[config.mk]
export PLATFORM = sky130hd
export DESIGN_NAME = wff_fifo
export DESIGN_NICKNAME = d
export VERILOG_FILES = /design/src/rtl/wff_pkg.sv /design/src/rtl/wff_gate.sv /design/src/rtl/wff_ptrs.sv /design/src/rtl/wff_store.sv /design/src/rtl/wff_level_fsm.sv /design/src/rtl/wff_err_flags.sv /design/src/rtl/wff_fifo.sv
export SDC_FILE = /design/constraint.sdc
export NUM_CORES = 1
export LEC_CHECK = 0
export BUFFER_PORTS_ARGS = -buffer_cell sky130_fd_sc_hd__buf_2
export CORE_MARGIN = 3
export CORE_UTILIZATION = 45
export DETAILED_ROUTE_END_ITERATION = 8
export PLACE_DENSITY_LB_ADDON = 0.05
export SYNTH_ARGS = -nofsm -noshare
export SYNTH_HDL_FRONTEND = slang
export SYNTH_SLANG_ARGS = --single-unit
[constraint.sdc]
create_clock -name clk -period 7.9 [get_ports clk]
set_clock_uncertainty 0.2 [all_clocks]
set_input_delay 1.58 -clock clk [delete_from_list [all_inputs] [get_ports clk]]
set_output_delay 1.58 -clock clk [all_outputs]
set_load 0.02 [all_outputs]
[src/rtl/wff_pkg.sv]
package wff_pkg;

    // Occupancy class held by the level machine.
    typedef enum logic [1:0] {
        LVL_EMPTY = 2'd0,
        LVL_LOW   = 2'd1,
        LVL_HIGH  = 2'd2,
        LVL_FULL  = 2'd3
    } lvl_t;

    // Transfers granted on one edge.
    typedef struct packed {
        logic wr_go;
        logic rd_go;
    } xfer_t;

endpackage

[src/rtl/wff_gate.sv]
module wff_gate
    import wff_pkg::*;
(
    input  logic  wr_en,
    input  logic  rd_en,
    input  logic  full,
    input  logic  empty,
    output xfer_t xfer
);

    // A read is granted whenever something is stored.
    // A write is granted when room exists or when a read on the same edge frees a slot.
    always_comb begin
        xfer.rd_go = rd_en && !empty;
        xfer.wr_go = wr_en && (!full || xfer.rd_go);
    end

endmodule

[src/rtl/wff_ptrs.sv]
module wff_ptrs #(
    parameter int DEPTH = 16
) (
    input  logic                       clk,
    input  logic                       rst,
    input  logic                       wr_go,
    input  logic                       rd_go,
    output logic [$clog2(DEPTH)-1:0]   wr_addr,
    output logic [$clog2(DEPTH)-1:0]   rd_addr,
    output logic [$clog2(DEPTH):0]     occ_next
);

    localparam int AW = $clog2(DEPTH);
    localparam int OW = AW + 1;

    logic [OW-1:0] occ;

    always_comb begin
        unique case ({wr_go, rd_go})
            2'b10:   occ_next = occ + OW'(1);
            2'b01:   occ_next = occ - OW'(1);
            default: occ_next = occ;
        endcase
    end

    always_ff @(posedge clk) begin
        if (rst) begin
            wr_addr <= '0;
            rd_addr <= '0;
            occ     <= '0;
        end else begin
            if (wr_go) wr_addr <= wr_addr + AW'(1);
            if (rd_go) rd_addr <= rd_addr + AW'(1);
            occ <= occ_next;
        end
    end

endmodule

[src/rtl/wff_store.sv]
module wff_store #(
    parameter int WIDTH = 8,
    parameter int DEPTH = 16
) (
    input  logic                     clk,
    input  logic                     rst,
    input  logic                     wr_go,
    input  logic [$clog2(DEPTH)-1:0] wr_addr,
    input  logic [WIDTH-1:0]         wr_data,
    input  logic                     rd_go,
    input  logic [$clog2(DEPTH)-1:0] rd_addr,
    output logic [WIDTH-1:0]         rd_data
);

    logic [WIDTH-1:0] mem [DEPTH];

    always_ff @(posedge clk) begin
        if (wr_go) mem[wr_addr] <= wr_data;
    end

    // Registered read port; the old word is taken before a same-edge write.
    always_ff @(posedge clk) begin
        if (rst)        rd_data <= '0;
        else if (rd_go) rd_data <= mem[rd_addr];
    end

endmodule

[src/rtl/wff_level_fsm.sv]
module wff_level_fsm
    import wff_pkg::*;
#(
    parameter int DEPTH    = 16,
    parameter int AF_LEVEL = 12
) (
    input  logic                   clk,
    input  logic                   rst,
    input  logic [$clog2(DEPTH):0] occ_next,
    output logic                   full,
    output logic                   almost_full,
    output logic                   empty
);

    localparam int OW = $clog2(DEPTH) + 1;
    localparam logic [OW-1:0] OCC_TOP = OW'(DEPTH);
    localparam logic [OW-1:0] OCC_AF  = OW'(AF_LEVEL);

    lvl_t state, state_nx;

    // State register.
    always_ff @(posedge clk) begin
        if (rst) state <= LVL_EMPTY;
        else     state <= state_nx;
    end

    // Transitions.
    always_comb begin
        state_nx = state;
        unique case (state)
            LVL_EMPTY: begin
                if (occ_next != '0)                    // FILL_FIRST
                    state_nx = (occ_next >= OCC_AF) ? LVL_HIGH : LVL_LOW;
            end
            LVL_LOW: begin
                if (occ_next == '0)          state_nx = LVL_EMPTY; // DRAIN_LAST
                else if (occ_next >= OCC_AF) state_nx = LVL_HIGH;  // CROSS_UP
            end
            LVL_HIGH: begin
                if (occ_next == OCC_TOP)     state_nx = LVL_FULL;  // TOP_OFF
                else if (occ_next == '0)     state_nx = LVL_EMPTY; // DRAIN_LAST
                else if (occ_next < OCC_AF)  state_nx = LVL_LOW;   // CROSS_DOWN
            end
            LVL_FULL: begin
                if (occ_next != OCC_TOP)     state_nx = LVL_HIGH;  // RELEASE
            end
            default: state_nx = LVL_EMPTY;
        endcase
    end

    // Outputs.
    always_comb begin
        full        = 1'b0;
        almost_full = 1'b0;
        empty       = 1'b0;
        unique case (state)
            LVL_EMPTY: empty = 1'b1;
            LVL_LOW:   ;
            LVL_HIGH:  almost_full = 1'b1;
            LVL_FULL: begin
                full        = 1'b1;
                almost_full = 1'b1;
            end
            default:   empty = 1'b1;
        endcase
    end

endmodule

[src/rtl/wff_err_flags.sv]
module wff_err_flags
    import wff_pkg::*;
(
    input  logic  clk,
    input  logic  rst,
    input  logic  wr_en,
    input  logic  rd_en,
    input  xfer_t xfer,
    output logic  wr_err,
    output logic  rd_err
);

    // A request that was not granted on this edge is reported on the next.
    always_ff @(posedge clk) begin
        if (rst) begin
            wr_err <= 1'b0;
            rd_err <= 1'b0;
        end else begin
            wr_err <= wr_en && !xfer.wr_go;
            rd_err <= rd_en && !xfer.rd_go;
        end
    end

endmodule

[src/rtl/wff_fifo.sv]
module wff_fifo
    import wff_pkg::*;
#(
    parameter int WIDTH    = 8,
    parameter int DEPTH    = 16,
    parameter int AF_LEVEL = 12
) (
    input  logic             clk,
    input  logic             rst,
    input  logic             wr_en,
    input  logic [WIDTH-1:0] wr_data,
    input  logic             rd_en,
    output logic [WIDTH-1:0] rd_data,
    output logic             full,
    output logic             almost_full,
    output logic             empty,
    output logic             wr_err,
    output logic             rd_err
);

    localparam int AW = $clog2(DEPTH);

    xfer_t         xfer;
    logic [AW-1:0] wr_addr;
    logic [AW-1:0] rd_addr;
    logic [AW:0]   occ_next;

    wff_gate u_gate (
        .wr_en (wr_en),
        .rd_en (rd_en),
        .full  (full),
        .empty (empty),
        .xfer  (xfer)
    );

    wff_ptrs #(.DEPTH(DEPTH)) u_ptrs (
        .clk      (clk),
        .rst      (rst),
        .wr_go    (xfer.wr_go),
        .rd_go    (xfer.rd_go),
        .wr_addr  (wr_addr),
        .rd_addr  (rd_addr),
        .occ_next (occ_next)
    );

    wff_store #(.WIDTH(WIDTH), .DEPTH(DEPTH)) u_store (
        .clk     (clk),
        .rst     (rst),
        .wr_go   (xfer.wr_go),
        .wr_addr (wr_addr),
        .wr_data (wr_data),
        .rd_go   (xfer.rd_go),
        .rd_addr (rd_addr),
        .rd_data (rd_data)
    );

    wff_level_fsm #(.DEPTH(DEPTH), .AF_LEVEL(AF_LEVEL)) u_level (
        .clk         (clk),
        .rst         (rst),
        .occ_next    (occ_next),
        .full        (full),
        .almost_full (almost_full),
        .empty       (empty)
    );

    wff_err_flags u_err (
        .clk    (clk),
        .rst    (rst),
        .wr_en  (wr_en),
        .rd_en  (rd_en),
        .xfer   (xfer),
        .wr_err (wr_err),
        .rd_err (rd_err)
    );

endmodule

**Word level (Yosys, flattened, before mapping)**

Memories as Yosys holds them, arrays and structs flattened. A register that Yosys moved wholly into a read port is not among the register bits.
Cells that the tools add are included.

- Memory bits (writable): 128
- Word-level logic and storage cells: 53
- Output and inout bits: 13
- Bits in latches: 0
- Input port bits: 12
- Bits in registers: 17
- ROM bits: 0
- Memories: 1

Memories:

| name | words | bits a word | rd ports | clocked after Yosys merged registers in | wr ports | RTL line | source |
|---|---|---|---|---|---|---|---|
| u_store.mem | 16 | 8 | 1 | 1 | 1 | wff_store.sv:15 | `logic [WIDTH-1:0] mem [DEPTH];` |

- Mux-type cells: 15
- Bitwise gates (word level): 0
- Magnitude comparators: 2
- Add/subtract/negate cells: 4
- Reduce and logical (&&, ||, !) cells: 14
- $mul: 0
- Shifts and indexed selects: 0
- Eq/ne operators: 11
- Divide/modulo/power cells: 0

Operator list:

| cell | number |
|---|---|
| $mux 2 | 8 |
| $pmux 5 s2 | 1 |
| $add 4x1->4 const B | 2 |
| $pmux 2 s4 | 1 |
| $eq 2x2->1 const B | 3 |
| $add 5x1->5 const B | 1 |
| $eq 5x5->1 const B | 1 |
| $ge 5x4->1 const B | 1 |
| $logic_not 5->1 | 1 |
| $lt 5x4->1 const B | 1 |
| $mux 1 | 5 |
| $ne 5x5->1 const B | 1 |
| $reduce_bool 5->1 | 1 |
| $sub 5x1->5 const B | 1 |
| $eq 2x1->1 const B | 2 |
| $logic_and 1x1->1 | 4 |
| $logic_not 1->1 | 4 |
| $ne 2x1->1 const B | 2 |
| $ne 4x1->1 const B | 1 |
| $reduce_and 4->1 | 1 |
| $ne 3x1->1 const B | 1 |
| $logic_not 2->1 | 1 |
| $reduce_or 2->1 | 1 |
| $logic_or 1x1->1 | 1 |

**Depth between registers and ports, before layout**

- Depth in word-level cells: 13
- Depth in mapped cells: 11
- Depth with buffers taken out: 10

**Cells and area by module**

From an unflattened synthesis, not the netlist that was laid out.

- Cells, all modules: 410
- Area total of the unflattened synthesis: 6242.2 um2

By module, submodules not included:

| module | times used | area each (um2) | sequential area each (um2) | cells an instance |
|---|---|---|---|---|
| wff_store | 1 | 5343.9 | 4003.8 | 316 |
| wff_ptrs | 1 | 706.9 | 260.2 | 76 |
| wff_level_fsm | 1 | 101.3 | 40.0 | 11 |
| wff_err_flags | 1 | 65.1 | 40.0 | 4 |
| wff_gate | 1 | 25.0 | 0.0 | 3 |

**Worst setup path after synthesis**

OpenSTA, ideal clock, no wires.

- Kind: input to register
- Start: in wr_en
- End: reg u_level.state[0]
- Stages on the path: 9
- Setup slack: 4.156 ns
- Setup time: 0.088 ns
- Arrival time: 3.456 ns
- Path buffers: 1
- Required time: 7.612 ns
- Path through: buf_2 nor2_1 xor2_1 ha_1 or3_1 o22ai_1 xnor2_1 or3_1 o32ai_2

- Word-level cells in the longest chain between the ends: 7
- Elaborated cells between the ends (all ways): 21
- Classes of those cells: order compare (2); eq/ne (8); mux (7); reduce/logical (4)

Ends and longest elaborated chain:

| element | RTL line | source |
|---|---|---|
| from (decl) | wff_fifo.sv:10 | `input logic wr_en,` |
| $logic_and 1x1->1 (*) | wff_gate.sv:15 | `xfer.wr_go = wr_en && (!full \|\| xfer.rd_go);` |
| $eq 2x1->1 or $eq 2x2->1 (tied branches) | wff_ptrs.sv:19 | `unique case ({wr_go, rd_go})` |
| $pmux 5 s2 (*) | wff_ptrs.sv:19 |  |
| $ge 5x4->1 or $logic_not 5->1 (tied branches) | n/a |  |
| $mux 2, on equally long branches | wff_level_fsm.sv:33, wff_level_fsm.sv:41 |  |
| $mux 2, on equally long branches | wff_level_fsm.sv:32, wff_level_fsm.sv:40 |  |
| $pmux 2 s4 | wff_level_fsm.sv:30 | `unique case (state)` |
| to (signal assigned) | wff_level_fsm.sv:24 | `else state <= state_nx;` |
| to (decl) | wff_level_fsm.sv:19 | `lvl_t state, state_nx;` |

Mark *: on every way between the ends. The rest lies on a longest branch, timed or not. The select of a mux whose other input is x is not followed.
A chain may end at the register's enable or synchronous reset.

**Worst setup path in the final report**

- Start: in rd_en
- End: reg u_level.state[0]

- Word-level cells in the longest chain between the ends: 9
- Elaborated cells between the ends (all ways): 23
- Classes of those cells: order compare (2); eq/ne (8); mux (7); reduce/logical (6)

Ends and longest elaborated chain:

| element | RTL line | source |
|---|---|---|
| from (decl) | wff_fifo.sv:12 | `input logic rd_en,` |
| $logic_and 1x1->1 (*) | wff_gate.sv:14 | `xfer.rd_go = rd_en && !empty;` |
| $logic_or 1x1->1 | wff_gate.sv:15 |  |
| $logic_and 1x1->1 | wff_gate.sv:15 |  |
| $eq 2x1->1 or $eq 2x2->1 (tied branches) | wff_ptrs.sv:19 |  |
| $pmux 5 s2 (*) | wff_ptrs.sv:19 |  |
| $ge 5x4->1 or $logic_not 5->1 (tied branches) | n/a |  |
| $mux 2, on equally long branches | wff_level_fsm.sv:33, wff_level_fsm.sv:41 |  |
| $mux 2, on equally long branches | wff_level_fsm.sv:32, wff_level_fsm.sv:40 |  |
| $pmux 2 s4 | wff_level_fsm.sv:30 |  |

Marked as above.

==> flow_summary_export.csv <==
group,metric,value,unit
cells_and_area,final_common_cell,"edfxtp_1",
floorplan,dieArea,15100,um^2
timing,hold_viol,0,
logic_synthesis,synth_seq_cells,153,
floorplan,fp.dieH,123,um
worst_setup_path,end_kind,"flip-flop",
pwr,ir_worst_vdd,0.147,mV
floorplan,die_x,123,um
clock_tree,cts_resized,0,
timing,rsz0062_at_grt,"false",
timing,timing.fmax,0.267,GHz
placement,place_area,6480,um^2
floorplan,rows,42,
logic_synthesis,synth_edf_count,128,
placement,io_buffers,24,
placement,routabilityCongestion,0.825,
worst_setup_path,cpPeakStageDelay,0.39,ns
timing,setup_viol,0,
clock_tree,cts_buffers,17,
worst_setup_path,crit_chain,"buf_2, o21ai_2, nor2_1, xor2_1, ha_1, or3_1, o22ai_1, xnor2_1, or3_1, o32ai_2",
floorplan,core-area,13300,um^2
timing,post-route-period-util,47.4,%
logic_synthesis,synthesis.area,6130,um^2
min_path,hold_path.class,"flip-flop to flip-flop",
worst_setup_path,r2r-start,"u_level.state[1]$_SDFFE_PP0P_",
timing,tightestPinTransition,1.17,ns
logic_synthesis,syn-instance-count,347,
min_path,whs_endpoint,"u_store.rd_data[3]$_SDFFE_PP0N_",
cells_and_area,postLayoutCoreUtil,53.1,%
min_path,hold_start,"u_store.rd_data[3]$_SDFFE_PP0N_",
min_path,min_path_cells,2,
clock_tree,clk_path_buf_depth,2,
drt,detail-route-antenna-nets,0,
global_route,grt_pass1_wl,19400,um
drt,viasPerCell,5.42,
worst_setup_path,r2r_setup_slack,4.76,ns
status,outcome,"finished clean",
pwr,pwr-share-seq,44.6,%
pwr,p_leak,0.00233,uW
floorplan,ioPinCount,25,
logic_synthesis,ys.flop_type,"edfxtp_1",
clock_tree,post_cts_buffers,0,
timing,maxSlewViolCount,0,
worst_setup_path,rr_worst_depth,9,
placement,dp.final_hpwl,8170,um
pwr,power.density,304,nW/um^2
clock_tree,cts_root_buffer,"clkbuf_16",
clock_tree,cts_tree,"built",
worst_setup_path,cp_slowest_cell,"or3_1",
pwr,clkPwrFrac,36.4,%
logic_synthesis,avgSynthCellArea,17.7,um^2
timing,slew_headroom,21.6,%
cells_and_area,diodes,0,
worst_setup_path,cp.required,8.04,ns
global_route,first_global_vias,3252,
cells_and_area,drive_gt1_share,28.6,%
timing,timing.hold.ws,0.251,ns
timing,fin_ws,4.16,ns
clock_tree,clk-insertion-delay-late,0.42,ns
worst_setup_path,cp_common_cell,"or3_1",
worst_setup_path,cp_max_fo,17,
worst_setup_path,crit_type,"input pin to flip-flop",
clock_tree,clkTransAtPathRegs,0.06,ns
drt,drtIter0Drc,202,
drt,wire_per_inst,21.9,um
global_route,grt_max_degree,36,
drt,drt-total-wl,12500,um
clock_tree,h-tree-depth,4,
worst_setup_path,arrival,3.88,ns
cells_and_area,area.growth.synth_to_final,15.0,%
pwr,comb_power_share,19.0,%
global_route,grt_usage,18.5,%
logic_synthesis,async_flop_share,0,%
timing,finalSetupTns,0,ns
global_route,antenna_found_initial,0,
clock_tree,holdBufCountCts,0,
logic_synthesis,ys_types,40,
clock_tree,clock-sinks,153,
pwr,switching_share,26.6,%
floorplan,start_util,46.1,%
cells_and_area,final_area,7050,um^2
pwr,p_int,1570,uW
cells_and_area,final_cell_mix,"128 x edfxtp_1, 40 x mux4_2, 31 x nor2_1, 27 x nand2_1",
logic_synthesis,synth-seq-area-share,70.8,%
cells_and_area,nNetsFinal,401,
drt,vias,3092,
worst_setup_path,r2r-end,"u_level.state[0]$_SDFFE_PP0P_",
drt,drcViolationCount,0,
worst_setup_path,startpoint_type,"input pin",
pwr,p_sw,570,uW
logic_synthesis,mappedNetlistNets,366,
placement,dpl_worst_slack,3.72,ns
flow_run,max-cap-violations,0,
global_route,gr-total-overflow,0,
timing,fin_crit,3.74,ns
logic_synthesis,ys_warn_count,0,
drt,drtPass1Iterations,4,
## power by group through the flow
stage / combinational (uW) / sequential, uW / clock (uW)
after floorplan: 316 / 968 / 0
after global placement: 413 / 971 / 0
after detailed placement: 414 / 972 / 0
after CTS: 415 / 955 / 798
after global routing: 450 / 961 / 833
final: 408 / 954 / 780
## Yosys cell counts (all sizes together), types with 5 or more instances
master    n  area share, %
clkbuf   13           0.80
mux4     40             15
xor2      5           0.71
dfxtp    25            8.2
nor3      6           0.49
edfxtp  128             63
a21oi    10           0.82
ha        7            1.4
nand2    27            1.7
nor2     31            1.9
inv       5           0.31
xnor2     5           0.71
buf       7           0.63
## state kept, by name (all words and copies together), names as in the netlist
name and flops:
u_err.rd_err 1, u_err.wr_err 1, u_level.state 2, u_ptrs.occ 5
u_ptrs.rd_addr 4, u_ptrs.wr_addr 4, u_store.mem 128, u_store.rd_data 8
## cell families (layout without fill, tap and decap cells)
kind of cell / count (synthesis) / in the layout / share of synthesized area [%]
adders and majority gates: 8 / 8 / 1.61
and+or+nand+nor: 80 / 80 / 5.73
DFF: 153 / 153 / 70.8
buffers and inverters: 25 / 73 / 1.73
xor gates and xnor gates: 10 / 10 / 1.43
AOI/OAI and AO/OA: 27 / 27 / 3.26
muxes: 44 / 44 / 15.4
## area by class of cell
cell class	instances	area (um^2)
Inverter	5	18.8
Fill cell	1075	6240
Tap cell	176	220
Timing Repair Buffer	36	210
Multi-Input combinational cell	169	1680
Sequential cell	153	4350
Clock inverter	15	150
Clock buffer	17	425
## worst max path at each step
stage / start / to / slack [ns]
after floorplan: wr_en / u_level.state[0]$_SDFFE_PP0P_ / 4.16
after global placement: rd_en / u_level.state[0]$_SDFFE_PP0P_ / 3.77
after detailed placement: rd_en / u_level.state[0]$_SDFFE_PP0P_ / 3.72
after CTS: rd_en / u_level.state[0]$_SDFFE_PP0P_ / 4.17
after global routing: wr_en / u_store.mem[3][2]$_DFFE_PP_ / 3.94
final: rd_en / u_level.state[0]$_SDFFE_PP0P_ / 4.16
## routing by layer
| layer | part of all wire [%] | track usage, % | up-vias |
|---|---|---|---|
| met5 | 0 | 0 | - |
| met4 | 1.6 | 7.28 | 0 |
| met3 | 5.2 | 4.88 | 18 |
| met2 | 50 | 30.3 | 73 |
| met1 | 43 | 23.7 | 1576 |
| li1 | - | - | 1425 |
## critical path: cells and delay by family
family | cells | cell delay [ns]
adders and majority gates | 1 | 0.23
and+or+nand+nor | 3 | 0.89
xor gates and xnor gates | 2 | 0.31
AOI/OAI and AO/OA | 3 | 0.74
buffers and inverters | 1 | 0.14
## metrics by stage
| step | instances | power, uW |
|---|---|---|
| after floorplan | 347 | 1280 |
| after global placement | 539 | 1380 |
| after detailed placement | 539 | 1390 |
| after CTS | 571 | 2170 |
| after global routing | 571 | 2240 |
| final | 571 | 2140 |
Power figures use the tool's default switching activity.
